## config.mk

```make
export PLATFORM = sky130hd
export DESIGN_NAME = sleep_wake_seq
export DESIGN_NICKNAME = d
export VERILOG_FILES = /design/src/rtl/sws_pkg.sv /design/src/rtl/sws_rst_sync.sv /design/src/rtl/sws_phase_ctr.sv /design/src/rtl/sws_ost_ctr.sv /design/src/rtl/sws_int_flag.sv /design/src/rtl/sleep_wake_seq.sv
export SDC_FILE = /design/constraint.sdc
export NUM_CORES = 1
export LEC_CHECK = 0
export ABC_AREA = 1
export BUFFER_PORTS_ARGS = -buffer_cell sky130_fd_sc_hd__buf_4
export CORE_ASPECT_RATIO = 0.75
export CORE_MARGIN = 2
export CORE_UTILIZATION = 35
export CTS_CLUSTER_DIAMETER = 40
export DETAILED_ROUTE_END_ITERATION = 16
export GPL_TIMING_DRIVEN = 1
export PLACE_DENSITY = 0.65
export SLEW_MARGIN = 0
export SYNTH_ARGS = -nofsm -noshare
export SYNTH_HDL_FRONTEND = slang
export SYNTH_SLANG_ARGS = --single-unit
export TNS_END_PERCENT = 50
```

## constraint.sdc

```tcl
create_clock -name clk -period 2.4 [get_ports clk]
set_clock_uncertainty 0.2 [all_clocks]
set_input_delay 0.12 -clock clk [delete_from_list [all_inputs] [get_ports clk]]
set_output_delay 0.12 -clock clk [all_outputs]
set_load 0.005 [all_outputs]
```

## src/rtl/sws_pkg.sv

```systemverilog
package sws_pkg;

  typedef enum logic [2:0] {
    ST_RUN    = 3'd0,
    ST_SLEEP  = 3'd1,
    ST_OSTW   = 3'd2,
    ST_RESUME = 3'd3,
    ST_DUMMY  = 3'd4
  } sws_state_e;

  localparam logic [1:0] OSC_DIRECT = 2'b11;

  function automatic logic needs_startup(input logic [1:0] mode);
    return (mode != OSC_DIRECT);
  endfunction

endpackage

```

## src/rtl/sws_rst_sync.sv

```systemverilog
module sws_rst_sync #(
  parameter int STAGES = 2
) (
  input  logic clk,
  input  logic rst_n,
  output logic rst_sync_n
);
  logic [STAGES-1:0] sync_q;

  always_ff @(posedge clk or negedge rst_n) begin
    if (!rst_n) sync_q <= '0;
    else        sync_q <= {sync_q[STAGES-2:0], 1'b1};
  end

  assign rst_sync_n = sync_q[STAGES-1];
endmodule

```

## src/rtl/sws_phase_ctr.sv

```systemverilog
module sws_phase_ctr #(
  parameter int PHASES = 4,
  localparam int PW = $clog2(PHASES)
) (
  input  logic          clk,
  input  logic          rst_n,
  input  logic          run,
  output logic [PW-1:0] phase,
  output logic          last
);
  logic [PW-1:0] phase_d;

  always_comb begin
    if (!run)                                    phase_d = '0;
    else if (phase == PW'(PHASES - 1))           phase_d = '0;
    else                                         phase_d = phase + PW'(1);
  end

  always_ff @(posedge clk or negedge rst_n) begin
    if (!rst_n) phase <= '0;
    else        phase <= phase_d;
  end

  assign last = run && (phase == PW'(PHASES - 1));
endmodule

```

## src/rtl/sws_ost_ctr.sv

```systemverilog
module sws_ost_ctr #(
  parameter int LIMIT = 1024,
  localparam int CW = $clog2(LIMIT)
) (
  input  logic clk,
  input  logic rst_n,
  input  logic clr,
  input  logic en,
  output logic done
);
  logic [CW-1:0] cnt_q, cnt_d;
  logic          cnt_en;
  logic          at_end;

  assign at_end = (cnt_q == CW'(LIMIT - 1));
  assign cnt_en = clr || (en && !at_end);

  always_comb begin
    if (clr) cnt_d = '0;
    else     cnt_d = cnt_q + CW'(1);
  end

  always_ff @(posedge clk or negedge rst_n) begin
    if (!rst_n)      cnt_q <= '0;
    else if (cnt_en) cnt_q <= cnt_d;
  end

  assign done = en && at_end;
endmodule

```

## src/rtl/sws_int_flag.sv

```systemverilog
module sws_int_flag (
  input  logic clk,
  input  logic rst_n,
  input  logic set,
  input  logic clr,
  output logic flag
);
  logic flag_d, flag_en;

  assign flag_en = set || clr;
  assign flag_d  = set;

  always_ff @(posedge clk or negedge rst_n) begin
    if (!rst_n)       flag <= 1'b0;
    else if (flag_en) flag <= flag_d;
  end
endmodule

```

## src/rtl/sleep_wake_seq.sv

```systemverilog
module sleep_wake_seq
  import sws_pkg::*;
#(
  parameter int          PC_W       = 13,
  parameter int          OST_CYCLES = 1024,
  parameter logic [12:0] VECTOR     = 13'h0004
) (
  input  logic            clk,
  input  logic            rst_n,
  input  logic            slp_exec,
  input  logic            ext_int_edge,
  input  logic            flag_clr,
  input  logic            gie,
  input  logic [1:0]      osc_mode,
  output logic            core_run,
  output logic            asleep,
  output logic [1:0]      q_phase,
  output logic            cyc_last,
  output logic            int_flag,
  output logic            dummy_cyc,
  output logic            vec_load,
  output logic [PC_W-1:0] vec_addr
);
  logic       rst_sync_n;
  sws_state_e state_q, state_d;
  logic       gie_lat_q, gie_lat_d, gie_lat_en;
  logic       ost_done;
  logic       sleep_take;
  logic       wake_now;

  sws_rst_sync #(.STAGES(2)) u_rst (
    .clk(clk), .rst_n(rst_n), .rst_sync_n(rst_sync_n)
  );

  sws_int_flag u_flag (
    .clk(clk), .rst_n(rst_sync_n), .set(ext_int_edge), .clr(flag_clr),
    .flag(int_flag)
  );

  sws_phase_ctr #(.PHASES(4)) u_phase (
    .clk(clk), .rst_n(rst_sync_n), .run(core_run),
    .phase(q_phase), .last(cyc_last)
  );

  sws_ost_ctr #(.LIMIT(OST_CYCLES)) u_ost (
    .clk(clk), .rst_n(rst_sync_n),
    .clr(state_q == ST_SLEEP), .en(state_q == ST_OSTW),
    .done(ost_done)
  );

  assign sleep_take = (state_q == ST_RUN) && cyc_last && slp_exec
                      && !int_flag && !ext_int_edge;
  assign wake_now   = (state_q == ST_SLEEP) && int_flag;

  always_comb begin
    state_d = state_q;
    unique case (state_q)
      ST_RUN:    if (sleep_take) state_d = ST_SLEEP;
      ST_SLEEP:  if (wake_now)
                   state_d = needs_startup(osc_mode) ? ST_OSTW : ST_RESUME;
      ST_OSTW:   if (ost_done) state_d = ST_RESUME;
      ST_RESUME: if (cyc_last) state_d = gie_lat_q ? ST_DUMMY : ST_RUN;
      ST_DUMMY:  if (cyc_last) state_d = ST_RUN;
      default:   state_d = ST_RUN;
    endcase
  end

  assign gie_lat_en = wake_now;
  assign gie_lat_d  = gie;

  always_ff @(posedge clk or negedge rst_sync_n) begin
    if (!rst_sync_n) begin
      state_q   <= ST_RUN;
      gie_lat_q <= 1'b0;
    end else begin
      state_q <= state_d;
      if (gie_lat_en) gie_lat_q <= gie_lat_d;
    end
  end

  assign core_run  = (state_q == ST_RUN) || (state_q == ST_RESUME)
                     || (state_q == ST_DUMMY);
  assign asleep    = (state_q == ST_SLEEP) || (state_q == ST_OSTW);
  assign dummy_cyc = (state_q == ST_DUMMY);
  assign vec_load  = (state_q == ST_DUMMY) && (q_phase == 2'd0);
  assign vec_addr  = PC_W'(VECTOR);
endmodule

```

==> impl_metrics.toml <==
[power]
power_per_cell_area_nw_per_um2 = 886
clockPowerShare_pct = 18.0
pwr-share-seq_pct = 35.5
maximum_ir_drop_on_the_vdd_rail_mv = 0.579
p_int_w = 0.000714
leakagePower_nw = 0.764
total_power_w = 0.00128
power.net_switching_w = 0.000561
share_comb_of_total_power_pct = 46.5
power.switching_fraction_pct = 44.0

[detailed_routing]
postRouteAntennaNets = 0
drt_wl_total_um = 2310
num_vias = 1007
detailedRoute.firstIterationViolations = 26
detail_route.vias_per_cell = 4.48
remaining_drc_errors = 0
avgRoutedWirePerCell_um = 10.2
drt_first_pass_iters = 4

[clock_tree]
clock_sink_count = 19
worst_skew_pair.late_latency_ns = 0.26
post_cts_resize_count = 0
clk_root_buffer_cell = "sky130_fd_sc_hd__clkbuf_8"
h-tree-depth = 1
post-cts-setup-buffer-count = 0
number_of_cts_inserted_buffers = 3
clock_tree_from_tritoncts = "built"
cts_hold_buffers = 5
worst_setup_hold_path_clk_slew_ns = 0.07
max-clock-path-buffers = 2

[setup_path]
critPathCaptureType = "primary output"
worst_ep_required_time_ns = 2.08
timing.setup.critical_path_class = "reg2out"
cp_slowest_stage_delay_ns = 0.46
worst-endpoint-arrival_ns = 1.43
crit_slowest_cell = "sky130_fd_sc_hd__dfrtp_1"
setup.worst_path.start_class = "flop"
worstPathMaxFanout = 10
crit_path_cell_trace = "nor3_4, inv_4, nand2_1, buf_4"

[timing]
final-max-slew-violation-count = 0
hold_slack_ns = 0.0201
timing.fmax_mhz = 570
slew_worst_pin_ns = 0.690
hold_violations = 0
rsz0062_at_grt = "no"
slew_headroom_pct = 54.0
clock_period_minus_final_worst_setup_slack_ns = 1.75
setup-violations-final = 0
fin_tns_setup_ns = 0
final_worst_path_period_share_pct = 73.1

[floorplanning]
initial_utilization_pct = 37.3
die_h_um = 55.8
floorplan.core_area_um2 = 3360
row_count = 18
dieArea_um2 = 4070
floorplan.die.width_um = 73.0
io_pins = 29

[final_layout]
flow.area_growth_from_synthesis_pct = 15.1
nets = 197
final_layout_size_suffix_gt1_share_pct = 23.8
antenna_cells = 0

[yosys]
ys_types = 25
syn-cell-area_um2 = 1250
ys_seq_area_share_pct = 38.0
avgSynthCellArea_um2 = 7.68
synth.yosys.warnings = 0
synthCells = 163
ys_seq_elements = 19

[global_route]
first_global_vias = 879
grt_use_total_pct = 13.1
grt_start_max_net_pins = 18
grt_pass1_wl_um = 4170
grt-ovfl-total = 0
antenna_found_initial = 0

[placement]
place.detailed.hpwl_um = 1860
rd_place_congestion = 0.791
io_buffers = 15

[run_status]
run_status = "completed"

[flow_run]
cap_violations = 0

[hold_path]
hold_path_class = "in2reg"
[metrics by stage]
| stage | util, % | instances | area (um^2) | setup WS [ns] |
|---|---|---|---|---|
| 2_1_floorplan | - | 175 | 1300 | 0.812 |
| 3_3_place_gp | 40.0 | 216 | 1340 | 0.759 |
| 3_5_place_dp | 40.0 | 216 | 1340 | 0.709 |
| 4_1_cts | 42.9 | 225 | 1440 | 0.631 |
| 5_1_grt | 42.9 | 225 | 1440 | 0.547 |
| 6_report | 42.9 | 225 | 1440 | 0.645 |
[layout make-up]
class	count	area, um^2
timing repair buffer	20	163
tap	40	50.0
multi-input combinational	117	604
fill	341	1920
clock inverter	1	7.51
clock buffer	3	41.3
sequential	19	475
inverter	25	98.8
[cell families (layout without fill, tap and decap cells)]
| kind of cell | Yosys count | after routing | share of synthesized area [%] |
|---|---|---|---|
| other cells | 2 | 14 | 0.600 |
| fa+ha+maj | 3 | 3 | 3.00 |
| compound gates | 7 | 7 | 3.70 |
| xor+xnor | 4 | 4 | 2.80 |
| flops | 19 | 19 | 38.0 |
| buf+inv | 39 | 49 | 17.3 |
| simple gates | 89 | 89 | 34.6 |
[worst paths after layout]
path	start	endpoint	slack, ns	cells after the start
max	state_q[2]$_DFFE_PN0P_	asleep	0.65	4
min	osc_mode[1]	state_q[0]$_DFFE_PN0P_	0.02	5
max reg2reg	u_ost.cnt_q[0]$_DFFE_PN0P_	u_ost.cnt_q[5]$_DFFE_PN0P_	0.69	9
min reg2reg	u_rst.sync_q[1]$_DFF_PN0_	u_flag.flag$_DFFE_PN0P_	0.09	0
max in group asynchronous	rst_n	u_rst.sync_q[1]$_DFF_PN0_	1.37	3
min in group asynchronous	u_rst.sync_q[1]$_DFF_PN0_	u_flag.flag$_DFFE_PN0P_	0.09	0
[synth_stat cells (all sizes together)]
cell type  instances  share of area (%)
nand2             48                 17
inv               25                7.9
dfrtp             19                 38
nor2              17                5.9
nand3             16                6.4
buf               14                9.4
o21ai              6                3.3
ha                 3                3.0
nand4              3                1.5
xor2               3                2.1
conb               2               0.60
nor3               2                2.1
a21oi              1               0.40
nand3b             1               0.60
nor3b              1               0.60
or2                1               0.50
xnor2              1               0.70
[layer usage]
metal,vias to the layer above,GRT usage (%),share of wire [%]
met4,0,5.56,2.0
met5,-,0,0
met1,465,20.6,52
met2,17,16.5,42
li1,520,-,-
met3,5,3.26,3.6
[worst max-delay path: cells and delay by family (launching register included)]
family / cells / cell delay, ns
buffers and inverters: 2 / 0.24
flip-flops: 1 / 0.46
AND/OR/NAND/NOR: 2 / 0.46
[sequential cells by signal (all words and copies together), names as in the netlist]
signal	cells
gie_lat_q	1
u_ost.cnt_q	10
u_flag.flag	1
u_rst.sync_q	2
state_q	3
u_phase.phase	2
[power by group through the flow]
stage	registers (W)	logic [W]	clock network, W
floorplan	0.000448	0.000489	0
detailed placement	0.000459	0.000594	0
CTS	0.000452	0.000603	0.000240
finish	0.000452	0.000594	0.000230
global placement	0.000459	0.000596	0
global route	0.000468	0.000675	0.000255
[cell usage in the layout, fill, tap and decap left out, types with 3 or more instances in the layout]
master,Yosys,final
sky130_fd_sc_hd__dfrtp_1,19,19
sky130_fd_sc_hd__nand2_2,10,10
sky130_fd_sc_hd__ha_1,3,3
sky130_fd_sc_hd__nor2_2,4,4
sky130_fd_sc_hd__buf_4,13,15
sky130_fd_sc_hd__nand2_1,37,37
sky130_fd_sc_hd__conb_1,2,14
sky130_fd_sc_hd__xor2_1,3,3
sky130_fd_sc_hd__o21ai_2,3,3
sky130_fd_sc_hd__dlygate4sd3_1,0,5
sky130_fd_sc_hd__o21ai_0,3,3
sky130_fd_sc_hd__nand3_1,16,16
sky130_fd_sc_hd__clkbuf_8,0,3
sky130_fd_sc_hd__nand4_1,3,3
sky130_fd_sc_hd__nor2_1,13,13
sky130_fd_sc_hd__inv_1,21,21
No activity file was read; power rests on OpenSTA's default activity.
